--- config.mk ---
export PLATFORM = sky130hd
export DESIGN_NAME = pq_coalesce_ctrl
export DESIGN_NICKNAME = d
export VERILOG_FILES = /design/src/rtl/pq_pkg.sv /design/src/rtl/pq_mmio_decode.sv /design/src/rtl/pq_src_cell.sv /design/src/rtl/pq_prio_arb.sv /design/src/rtl/pq_coalesce_ctrl.sv
export SDC_FILE = /design/constraint.sdc
export NUM_CORES = 1
export LEC_CHECK = 0
export ABC_AREA = 1
export ABC_CLOCK_PERIOD_IN_PS = 2900
export CAP_MARGIN = 20
export CELL_PAD_IN_SITES_DETAIL_PLACEMENT = 0
export CELL_PAD_IN_SITES_GLOBAL_PLACEMENT = 1
export CORE_ASPECT_RATIO = 0.6
export CORE_UTILIZATION = 31
export CTS_BUF_LIST = sky130_fd_sc_hd__clkbuf_4
export CTS_CLUSTER_DIAMETER = 80
export CTS_CLUSTER_SIZE = 28
export DETAILED_ROUTE_END_ITERATION = 16
export PLACE_DENSITY = 0.95
export SLEW_MARGIN = 20
export SYNTH_ARGS = -nofsm -noshare
export SYNTH_HDL_FRONTEND = slang
export SYNTH_SLANG_ARGS = --single-unit
--- constraint.sdc ---
create_clock -name clk -period 2.9 [get_ports clk]
set_input_delay 0.58 -clock clk [delete_from_list [all_inputs] [get_ports clk]]
set_output_delay 0.58 -clock clk [all_outputs]
set_load 0.005 [all_outputs]
--- src/rtl/pq_pkg.sv ---
// Package: shared constants and types for the PQ coalescer.
// Assumes 4 KB pages and 64-bit load data.
package pq_pkg;
    localparam int PAGE_BITS = 12;
    localparam int DATA_W    = 64;

    typedef logic [1:0] pq_t;

    localparam pq_t PQ_IDLE    = 2'b00;
    localparam pq_t PQ_MASKED  = 2'b01;
    localparam pq_t PQ_PENDING = 2'b10;
    localparam pq_t PQ_QUEUED  = 2'b11;

    localparam logic [PAGE_BITS-1:0] OFS_EOI_LOAD  = 12'h000;
    localparam logic [PAGE_BITS-1:0] OFS_EOI_STORE = 12'h400;
    localparam logic [PAGE_BITS-1:0] OFS_GET       = 12'h800;

    typedef enum logic [1:0] {
        OP_NONE,
        OP_GET,
        OP_EOI,
        OP_SET
    } pq_op_e;
endpackage

--- src/rtl/pq_mmio_decode.sv ---
// Module: address decoder. Splits the address into page and offset
// and produces a one-hot source select plus the operation.
// Assumes ADDR_W == PAGE_BITS + SRC_W. Pages >= NSRC select nothing.
module pq_mmio_decode
    import pq_pkg::*;
#(
    parameter int NSRC = 8,
    parameter int SRC_W = 3,
    parameter int ADDR_W = 15,
    parameter logic [NSRC-1:0] STORE_EOI_MASK = '1
) (
    input  logic              req_valid,
    input  logic              req_write,
    input  logic [ADDR_W-1:0] req_addr,
    output logic [NSRC-1:0]   sel,
    output pq_op_e            op,
    output pq_t               set_val,
    output logic              load_defined
);
    logic [SRC_W-1:0]     page;
    logic [PAGE_BITS-1:0] ofs;
    logic [NSRC-1:0]      page_hit;
    logic                 in_range;
    logic                 store_ok;

    assign page = req_addr[ADDR_W-1 -: SRC_W];
    assign ofs  = req_addr[PAGE_BITS-1:0];

    // One comparator per existing source page.
    for (genvar i = 0; i < NSRC; i++) begin : g_hit
        assign page_hit[i] = (page == SRC_W'(i));
    end

    assign in_range = |page_hit;
    assign store_ok = |(page_hit & STORE_EOI_MASK);

    // Offset decode: map the access to an operation.
    always_comb begin
        op      = OP_NONE;
        set_val = ofs[9:8];
        if (req_valid && in_range) begin
            if (req_write) begin
                if (ofs == OFS_EOI_STORE && store_ok) op = OP_EOI;
            end else if (ofs == OFS_EOI_LOAD) begin
                op = OP_EOI;
            end else if (ofs == OFS_GET) begin
                op = OP_GET;
            end else if (ofs[11:10] == 2'b11 && ofs[7:0] == 8'h00) begin
                op = OP_SET;
            end
        end
    end

    assign sel          = (op == OP_NONE) ? '0 : page_hit;
    assign load_defined = (op != OP_NONE) && !req_write;
endmodule

--- src/rtl/pq_src_cell.sv ---
// Module: state of one source. Applies the access first, then the
// trigger to the result, within one cycle. Raises notify when either
// step asks for a notification. Reset state is masked (01).
module pq_src_cell
    import pq_pkg::*;
(
    input  logic   clk,
    input  logic   rst_n,
    input  logic   sel,
    input  pq_op_e op,
    input  pq_t    set_val,
    input  logic   trig,
    output pq_t    pq_q,
    output logic   notify
);
    pq_t  mid, nxt;
    logic n_access, n_trig;

    // Access step: EOI or forced value.
    always_comb begin
        mid      = pq_q;
        n_access = 1'b0;
        if (sel) begin
            case (op)
                OP_EOI: begin
                    if (pq_q[0]) begin
                        mid      = PQ_PENDING;
                        n_access = 1'b1;
                    end else begin
                        mid = PQ_IDLE;
                    end
                end
                OP_SET:  mid = set_val;
                default: mid = pq_q;
            endcase
        end
    end

    // Trigger step: acts on the state left by the access step.
    always_comb begin
        nxt    = mid;
        n_trig = 1'b0;
        if (trig) begin
            case (mid)
                PQ_IDLE: begin
                    nxt    = PQ_PENDING;
                    n_trig = 1'b1;
                end
                PQ_PENDING: nxt = PQ_QUEUED;
                default:    nxt = mid;
            endcase
        end
    end

    assign notify = n_access | n_trig;

    // State register.
    always_ff @(posedge clk) begin
        if (!rst_n) pq_q <= PQ_MASKED;
        else        pq_q <= nxt;
    end
endmodule

--- src/rtl/pq_prio_arb.sv ---
// Module: notification arbiter and output stage. Holds one waiting bit
// per source. When the output register is free, it loads the lowest
// numbered source among the waiting bits and this cycle's new requests.
// The output holds until ready.
module pq_prio_arb #(
    parameter int N = 8,
    parameter int IDW = 3
) (
    input  logic           clk,
    input  logic           rst_n,
    input  logic [N-1:0]   new_req,
    input  logic           note_ready,
    output logic           note_valid,
    output logic [IDW-1:0] note_src
);
    logic [N-1:0]   pend_q, cand, win_oh;
    logic [IDW-1:0] win_idx;
    logic           any, out_free;

    assign cand     = pend_q | new_req;
    assign out_free = !note_valid || note_ready;

    // Lowest index wins: scan downward so the last match is the lowest.
    always_comb begin
        win_idx = '0;
        win_oh  = '0;
        any     = 1'b0;
        for (int i = N - 1; i >= 0; i--) begin
            if (cand[i]) begin
                win_idx    = IDW'(i);
                win_oh     = '0;
                win_oh[i]  = 1'b1;
                any        = 1'b1;
            end
        end
    end

    // Waiting bits and the output register.
    always_ff @(posedge clk) begin
        if (!rst_n) begin
            pend_q     <= '0;
            note_valid <= 1'b0;
            note_src   <= '0;
        end else if (out_free) begin
            note_valid <= any;
            if (any) note_src <= win_idx;
            pend_q <= cand & ~win_oh;
        end else begin
            pend_q <= cand;
        end
    end
endmodule

--- src/rtl/pq_coalesce_ctrl.sv ---
// Module: top of the PQ coalescer. Holds one state cell per source,
// the address decoder, the notification arbiter and a registered load
// response (one cycle of latency).
// Assumes at most one access per cycle; stores return no data.
module pq_coalesce_ctrl
    import pq_pkg::*;
#(
    parameter int NSRC = 8,
    parameter logic [NSRC-1:0] STORE_EOI_MASK = '1,
    localparam int SRC_W = (NSRC > 1) ? $clog2(NSRC) : 1,
    localparam int ADDR_W = PAGE_BITS + SRC_W
) (
    input  logic              clk,
    input  logic              rst_n,
    input  logic [NSRC-1:0]   trig,
    input  logic              req_valid,
    input  logic              req_write,
    input  logic [ADDR_W-1:0] req_addr,
    output logic              rsp_valid,
    output logic [DATA_W-1:0] rsp_data,
    output logic              note_valid,
    input  logic              note_ready,
    output logic [SRC_W-1:0]  note_src
);
    logic [NSRC-1:0]   sel;
    pq_op_e            op;
    pq_t               set_val;
    logic              load_defined;
    pq_t               src_pq [NSRC];
    logic [NSRC-1:0]   notify;
    logic [2*NSRC-1:0] state_flat;
    pq_t               old_pq;

    pq_mmio_decode #(
        .NSRC(NSRC), .SRC_W(SRC_W), .ADDR_W(ADDR_W),
        .STORE_EOI_MASK(STORE_EOI_MASK)
    ) u_dec (
        .req_valid(req_valid), .req_write(req_write), .req_addr(req_addr),
        .sel(sel), .op(op), .set_val(set_val), .load_defined(load_defined)
    );

    for (genvar i = 0; i < NSRC; i++) begin : g_src
        pq_src_cell u_cell (
            .clk(clk), .rst_n(rst_n), .sel(sel[i]), .op(op),
            .set_val(set_val), .trig(trig[i]),
            .pq_q(src_pq[i]), .notify(notify[i])
        );
        assign state_flat[2*i +: 2] = src_pq[i];
    end

    pq_prio_arb #(.N(NSRC), .IDW(SRC_W)) u_arb (
        .clk(clk), .rst_n(rst_n), .new_req(notify),
        .note_ready(note_ready), .note_valid(note_valid), .note_src(note_src)
    );

    // Prior state of the selected source (one-hot OR mux).
    always_comb begin
        old_pq = '0;
        for (int i = 0; i < NSRC; i++) begin
            if (sel[i]) old_pq = old_pq | src_pq[i];
        end
    end

    // Load response register.
    always_ff @(posedge clk) begin
        if (!rst_n) begin
            rsp_valid <= 1'b0;
            rsp_data  <= '0;
        end else begin
            rsp_valid <= req_valid && !req_write;
            rsp_data  <= load_defined ? {{(DATA_W-2){1'b0}}, old_pq} : '1;
        end
    end
endmodule

Word-level counts from Yosys, hierarchy flattened
Cells that the tools add are included.

Reductions and logical operators: 23. Equal/unequal tests: 20. Mux-type cells: 121. Bitwise logic cells: 18.

Operator list (number): 8-bit two-way mux (10); 2-bit two-way mux (38); 64-bit two-way mux (1); 2-bit one-hot mux with 2 select lines (16); 1-bit two-way mux (48); 3-bit two-way mux (8); 2-bit equality test, second input constant (11); 2-bit zero test (9); 2-bit bitwise OR (7); 12-bit by 11-bit equality test with 1-bit output, second input constant (1); 12-bit equality test, second input constant (1); 3-bit equality test, second input constant (4); 12-bit zero test (1); 8-bit AND (1); 8-bit zero test (1); 8-bit inverter (1); 1-bit bitwise OR (8); 8-bit bitwise OR (1); 8-bit OR reduction (1); 3-bit by 2-bit equality test with 1-bit output, second input constant (2); 1-bit logical AND (5); 3-bit by 1-bit equality test with 1-bit output, second input constant (1); 3-bit zero test (1); 1-bit zero test (2); 3 further kinds (3).

Word-level logic and storage cells: 195. Output and inout port bits: 69. Input port bits: 28. Bits in registers: 93.

Depth between registers and ports, before layout
Word-level depth: 26. Gate-level depth with buffers: 20. Depth with buffers taken out: 19.

Modules after synthesis
From an unflattened synthesis, not the netlist that was laid out.

Cells, all modules: 413. Area, all modules: 2771.4 um^2.

By module, submodules not included: pq_src_cell (times used 8, sequential area each 40.0 um^2, area each 148.9 um^2, cells an instance 23); pq_coalesce_ctrl (times used 1, sequential area each 80.1 um^2, area each 689.4 um^2, cells an instance 104); pq_prio_arb (times used 1, sequential area each 240.2 um^2, area each 615.6 um^2, cells an instance 72); pq_mmio_decode (times used 1, sequential area each 0.0 um^2, area each 275.3 um^2, cells an instance 53).

Worst setup path before layout
Ideal clock, no wire load.

Path type: input-to-reg. Start point: input req_addr[8]. End point: register u_arb.pend_q[7]. Setup time: 0.113 ns. Data required time: 2.787 ns. Path buffers: 2. Slack: 0.599 ns. Stages on the path: 16. Data arrival time: 2.188 ns. Path through: buf_6 nor2_1 nor2_1 nor2_2 nand2_1 nor2_4 buf_6 nand3_4 o21ai_1 nor2_1 nor2_4 nand2_2 nor2_4 nand3_1 o21ai_1 inv_1.

Cells in the longest elaborated chain, start to end: 24. Elaborated cells on any way between the ends: 89. Those cells by class: eq/ne (4); mux (63); bitwise (11); reduce/logical (11).

Ends and longest elaborated chain: start: declaration (line pq_coalesce_ctrl.sv:18) `input logic [ADDR_W-1:0] req_addr,`; 12-bit equality test or 12-bit by 11-bit equality test with 1-bit output (tied branches) (line pq_mmio_decode.sv:46, pq_mmio_decode.sv:43); 2-bit two-way mux or 1-bit logical AND (tied branches) (line pq_mmio_decode.sv:46, pq_mmio_decode.sv:43); 2-bit two-way mux (on tied branches) (line pq_mmio_decode.sv:44, pq_mmio_decode.sv:43); 2-bit two-way mux (line pq_mmio_decode.sv:42) `if (req_write) begin`; 2-bit two-way mux (line pq_mmio_decode.sv:41) `if (req_valid && in_range) begin`; 2-bit equality test or 2-bit zero test (tied branches) (line pq_src_cell.sv:24, pq_mmio_decode.sv:54); 2-bit one-hot mux with 2 select lines or 8-bit two-way mux (tied branches) (line pq_src_cell.sv:24, pq_mmio_decode.sv:54); 2-bit two-way mux (line pq_src_cell.sv:23) `if (sel) begin`; 2-bit zero test (line pq_src_cell.sv:44) `case (mid)`; 1-bit two-way mux (line pq_src_cell.sv:44); 1-bit two-way mux (line pq_src_cell.sv:43) `if (trig) begin`; 1-bit bitwise OR (line pq_src_cell.sv:55) `assign notify = n_access | n_trig;`; 8-bit bitwise OR * (line pq_prio_arb.sv:20) `assign cand = pend_q | new_req;`; 8-bit two-way mux (8 in series) (line pq_prio_arb.sv:29) `if (cand[i]) begin`; 8-bit inverter (line pq_prio_arb.sv:47) `pend_q <= cand & ~win_oh;`; 8-bit AND (line pq_prio_arb.sv:47); 8-bit two-way mux * (line pq_prio_arb.sv:44) `end else if (out_free) begin`; end signal: assignment (line pq_prio_arb.sv:47); end signal: assignment (line pq_prio_arb.sv:49) `pend_q <= cand;`; end: declaration (line pq_prio_arb.sv:16) `logic [N-1:0] pend_q, cand, win_oh;`.

Mark *: on every way between the ends. The rest lies on a longest branch, timed or not. A chain may end at the register's enable or synchronous reset.

Final worst setup path
Start point: input req_addr[10]. End point: register u_arb.pend_q[2].

Cells in the longest elaborated chain, start to end: 25. Elaborated cells on any way between the ends: 83. Those cells by class: eq/ne (5); mux (57); bitwise (10); reduce/logical (11).

Ends and longest elaborated chain: 2-bit equality test (line pq_mmio_decode.sv:48) `end else if (ofs[11:10] == 2'b11 && ofs[7:0] == 8'h00) begin`; 1-bit logical AND (line pq_mmio_decode.sv:48); 2-bit two-way mux (line pq_mmio_decode.sv:48); 2-bit two-way mux (line pq_mmio_decode.sv:46) `end else if (ofs == OFS_GET) begin`; 2-bit two-way mux (line pq_mmio_decode.sv:44) `end else if (ofs == OFS_EOI_LOAD) begin`; 2-bit two-way mux * (line pq_mmio_decode.sv:42); 2-bit two-way mux * (line pq_mmio_decode.sv:41); 2-bit equality test or 2-bit zero test (tied branches) (line pq_src_cell.sv:24, pq_mmio_decode.sv:54); (+3 left out); 1-bit two-way mux (line pq_src_cell.sv:44); 1-bit two-way mux (line pq_src_cell.sv:43); 1-bit bitwise OR (line pq_src_cell.sv:55); 8-bit bitwise OR * (line pq_prio_arb.sv:20); 8-bit two-way mux (7 in series) (line pq_prio_arb.sv:29); 8-bit inverter (line pq_prio_arb.sv:47); 8-bit AND (line pq_prio_arb.sv:47); 8-bit two-way mux * (line pq_prio_arb.sv:44).

Marks and branches as above.

==> flow_metrics.tcl <==
set metrics [dict create \
    status "completed" \
    start_kind "input pin" \
    diodes 0 \
    cts_buffers 5 \
    synth_cell_types 31 \
    yosysTopAreaCell "dfxtp_1" \
    synth.most_common_cell "nand2_1" \
    synth.avg_cell_area_um2 6.74 \
    postRouteAntennaNets 0 \
    period_share 0.943 \
    drtIter0Drc 192 \
    htreeDepth 2 \
    antenna_found_initial 0 \
    grt_max_degree 63 \
    dpl-instance-area_mm2 0.00341 \
    wl_um 6910 \
    placementRows 24 \
    die_h_um 71 \
    min_period_ps 2740 \
    drcViolationCount 0 \
    setup.worst_path.end_class "flip-flop" \
    final_util 0.464 \
    fmax_mhz 366 \
    vias 2599 \
    ctsResizeCount 0 \
    crit_fanout 6 \
    cts_tree "yes" \
    stdcell_area_mm2 0.00347 \
    synthSimpleGateAreaFrac 0.356 \
    syn_area_mm2 0.00246 \
    grt_pass1_wl_um 10900 \
    pre_cts_slack_ps -198 \
    finalHoldViolations 0 \
    cpPeakStageDelay_ps 480 \
    rsz0062_at_grt "false" \
    worst_hold_slack_ps 484 \
    synth_commonest_cells "70 x nand2_1, 62 x buf_4, 40 x inv_1, 37 x nor2_1, 32 x dfxtp_1" \
    critPathRequiredTime_ps 3120 \
    ys_seq_elements 32 \
    ir_worst_vdd_v 0.000136 \
    synth-compound-area-share 0.112 \
    slew_viol_final 0 \
    clk_pin_slew_worst_paths_ps 110 \
    initial_core_util 0.329 \
    first_global_vias 2292 \
    clock_latency_ps 360 \
    cpMaxStageDelayCell "clkdlybuf4s50_1" \
    critPathArrivalTime_ps 2960 \
    io_pins 97 \
    post_cts.repair.setup_buffers 0 \
    cts_sinks 32 \
    reg2reg_from "g_src[0].u_cell.pq_q[0]" \
    crit_family "simple AND/OR/NAND/NOR gates" \
    min_path_type "reg -> reg" \
    root_buffer "clkbuf_4" \
    tightest_slew_ps 841 \
    setup_viol 0 \
    slew_headroom 0.439 \
    synth-xor-area-share 0 \
    yosys-top-cells-area "dfxtp_1 26%, buf_4 19%, nand2_1 11%" \
    gp_congestion 0.940 \
    synth_top_flop_cell "dfxtp_1" \
    crit_type "in -> reg" \
    synthArstFlopShare 0 \
    critPathBufInv 4 \
    crit_chain "clkdlybuf4s50_1, inv_1, a21boi_0, buf_4, nand4_1, nand2_2, nand2_1, buf_4, nand2_1, nand3_1, nor2_1, nor2_4, nand2_2, nor2_4, nor3_1" \
    syn_nets 393 \
    synth_top_area_frac 0.260 \
    fin_skew_ps 13.8 \
    grtUsageTotal 0.172 \
    cts.hold.buffers_added 0 \
    nets 477 \
    min_from "u_arb.note_src[1]" \
    synth_top_family_by_area "simple AND/OR/NAND/NOR gates" \
    maxCapViolations 0 \
    worstSetupStartpoint "req_addr[10]" \
    vias_per_cell 4.69 \
    die-area_mm2 0.00831 \
    ys_seq_area_frac 0.260 \
    syn_inst 365 \
    die_x_um 117 \
    hpwl_um 5680 \
    core_mm2 0.00748 \
    yosys-mux-area-fraction 0 \
    clk_path_buf_depth 2 \
    dp_cells 546 \
    synth-edff-count 0 \
    routedWlPerCell_um 12.5 \
    p_per_area_mw_per_mm2 262 \
    yosysWarnings 0 \
    gr-total-overflow 0 \
    yosys.area_share.adder 0 \
    areaGrowthSynthToFinish_pct 41.0 \
    drive_gt1_frac 0.198 \
    dr.pass1.iters 5 \
    p_leak_uw 0.00163 \
    portBuffers 96 \
    final_cells 554 \
    layout_setup_ws_ps 165 \
    nFillCells 729 \
]
==> tightest hold or removal path, delay by kind of cell, from the launching register on <==
kind / cells / cell delay [ps]
AOI/OAI and AO/OA: 1 / 50
DFF: 1 / 340
and+or+nand+nor: 1 / 60
==> path summary, 6_finish.rpt <==
check | slack, ps | end | cells past startpoint
worst max-delay path | 160 | u_arb.pend_q[2] | 15
worst min-delay path | 480 | u_arb.note_src[1] | 2
worst max register to register | 1300 | u_arb.pend_q[7] | 11
worst min register to register | 480 | u_arb.note_src[1] | 2
==> cell type report <==
cell class,instances,area [um^2],area share
inverter,42,158,0.0455
sequential,32,642,0.185
clock buffer,5,37.5,0.0108
multi-input combinational,223,1150,0.333
timing repair buffer,145,1330,0.383
clock inverter,3,18.8,0.00541
tap,104,130,0.0375
==> state kept, by name, summed over array words and instances (netlist names) <==
| register | cells |
|---|---|
| g_src.u_cell.pq_q | 16 |
| rsp_data | 3 |
| rsp_valid | 1 |
| u_arb.pend_q | 8 |
| u_arb.note_src | 3 |
| u_arb.note_valid | 1 |
==> stage by stage <==
step	power (uW)	setup TNS (ps)
floorplan	565	0
CTS	920	0
finish	908	0
detailed placement	653	-1120
global placement	651	-773
global route	963	0
==> where the power goes <==
group          internal [uW]  switching [uW]
clock network           92.9             172
logic                    124            66.8
registers                442            10.0
total                    659             249
==> cells in the final DEF (no fill, tap or decap), types with 8 or more instances in the layout <==
cell	netlist	layout
nor2_1	37	36
buf_4	62	49
nand3_1	29	29
clkdlybuf4s50_1	0	96
nor2_4	8	8
nand2_1	70	70
nand4_1	15	15
inv_1	40	40
dfxtp_1	32	31
a21oi_1	13	13
nor2_2	7	8
==> metal layers <==
metal / vias up / part of all wire / global-route usage
met5: - / 0 / 0
met4: 0 / 0.0075 / 0.0352
met3: 7 / 0.11 / 0.0540
met2: 146 / 0.40 / 0.249
met1: 1154 / 0.49 / 0.248
li1: 1292 / - / -
==> cell families (layout without fill, tap and decap cells) <==
family,Yosys count,in the layout
AOI/OAI and AO/OA,42,42
buffers and inverters,110,195
DFF,32,32
and+or+nand+nor,181,181
(Power assumes the default switching activity.)
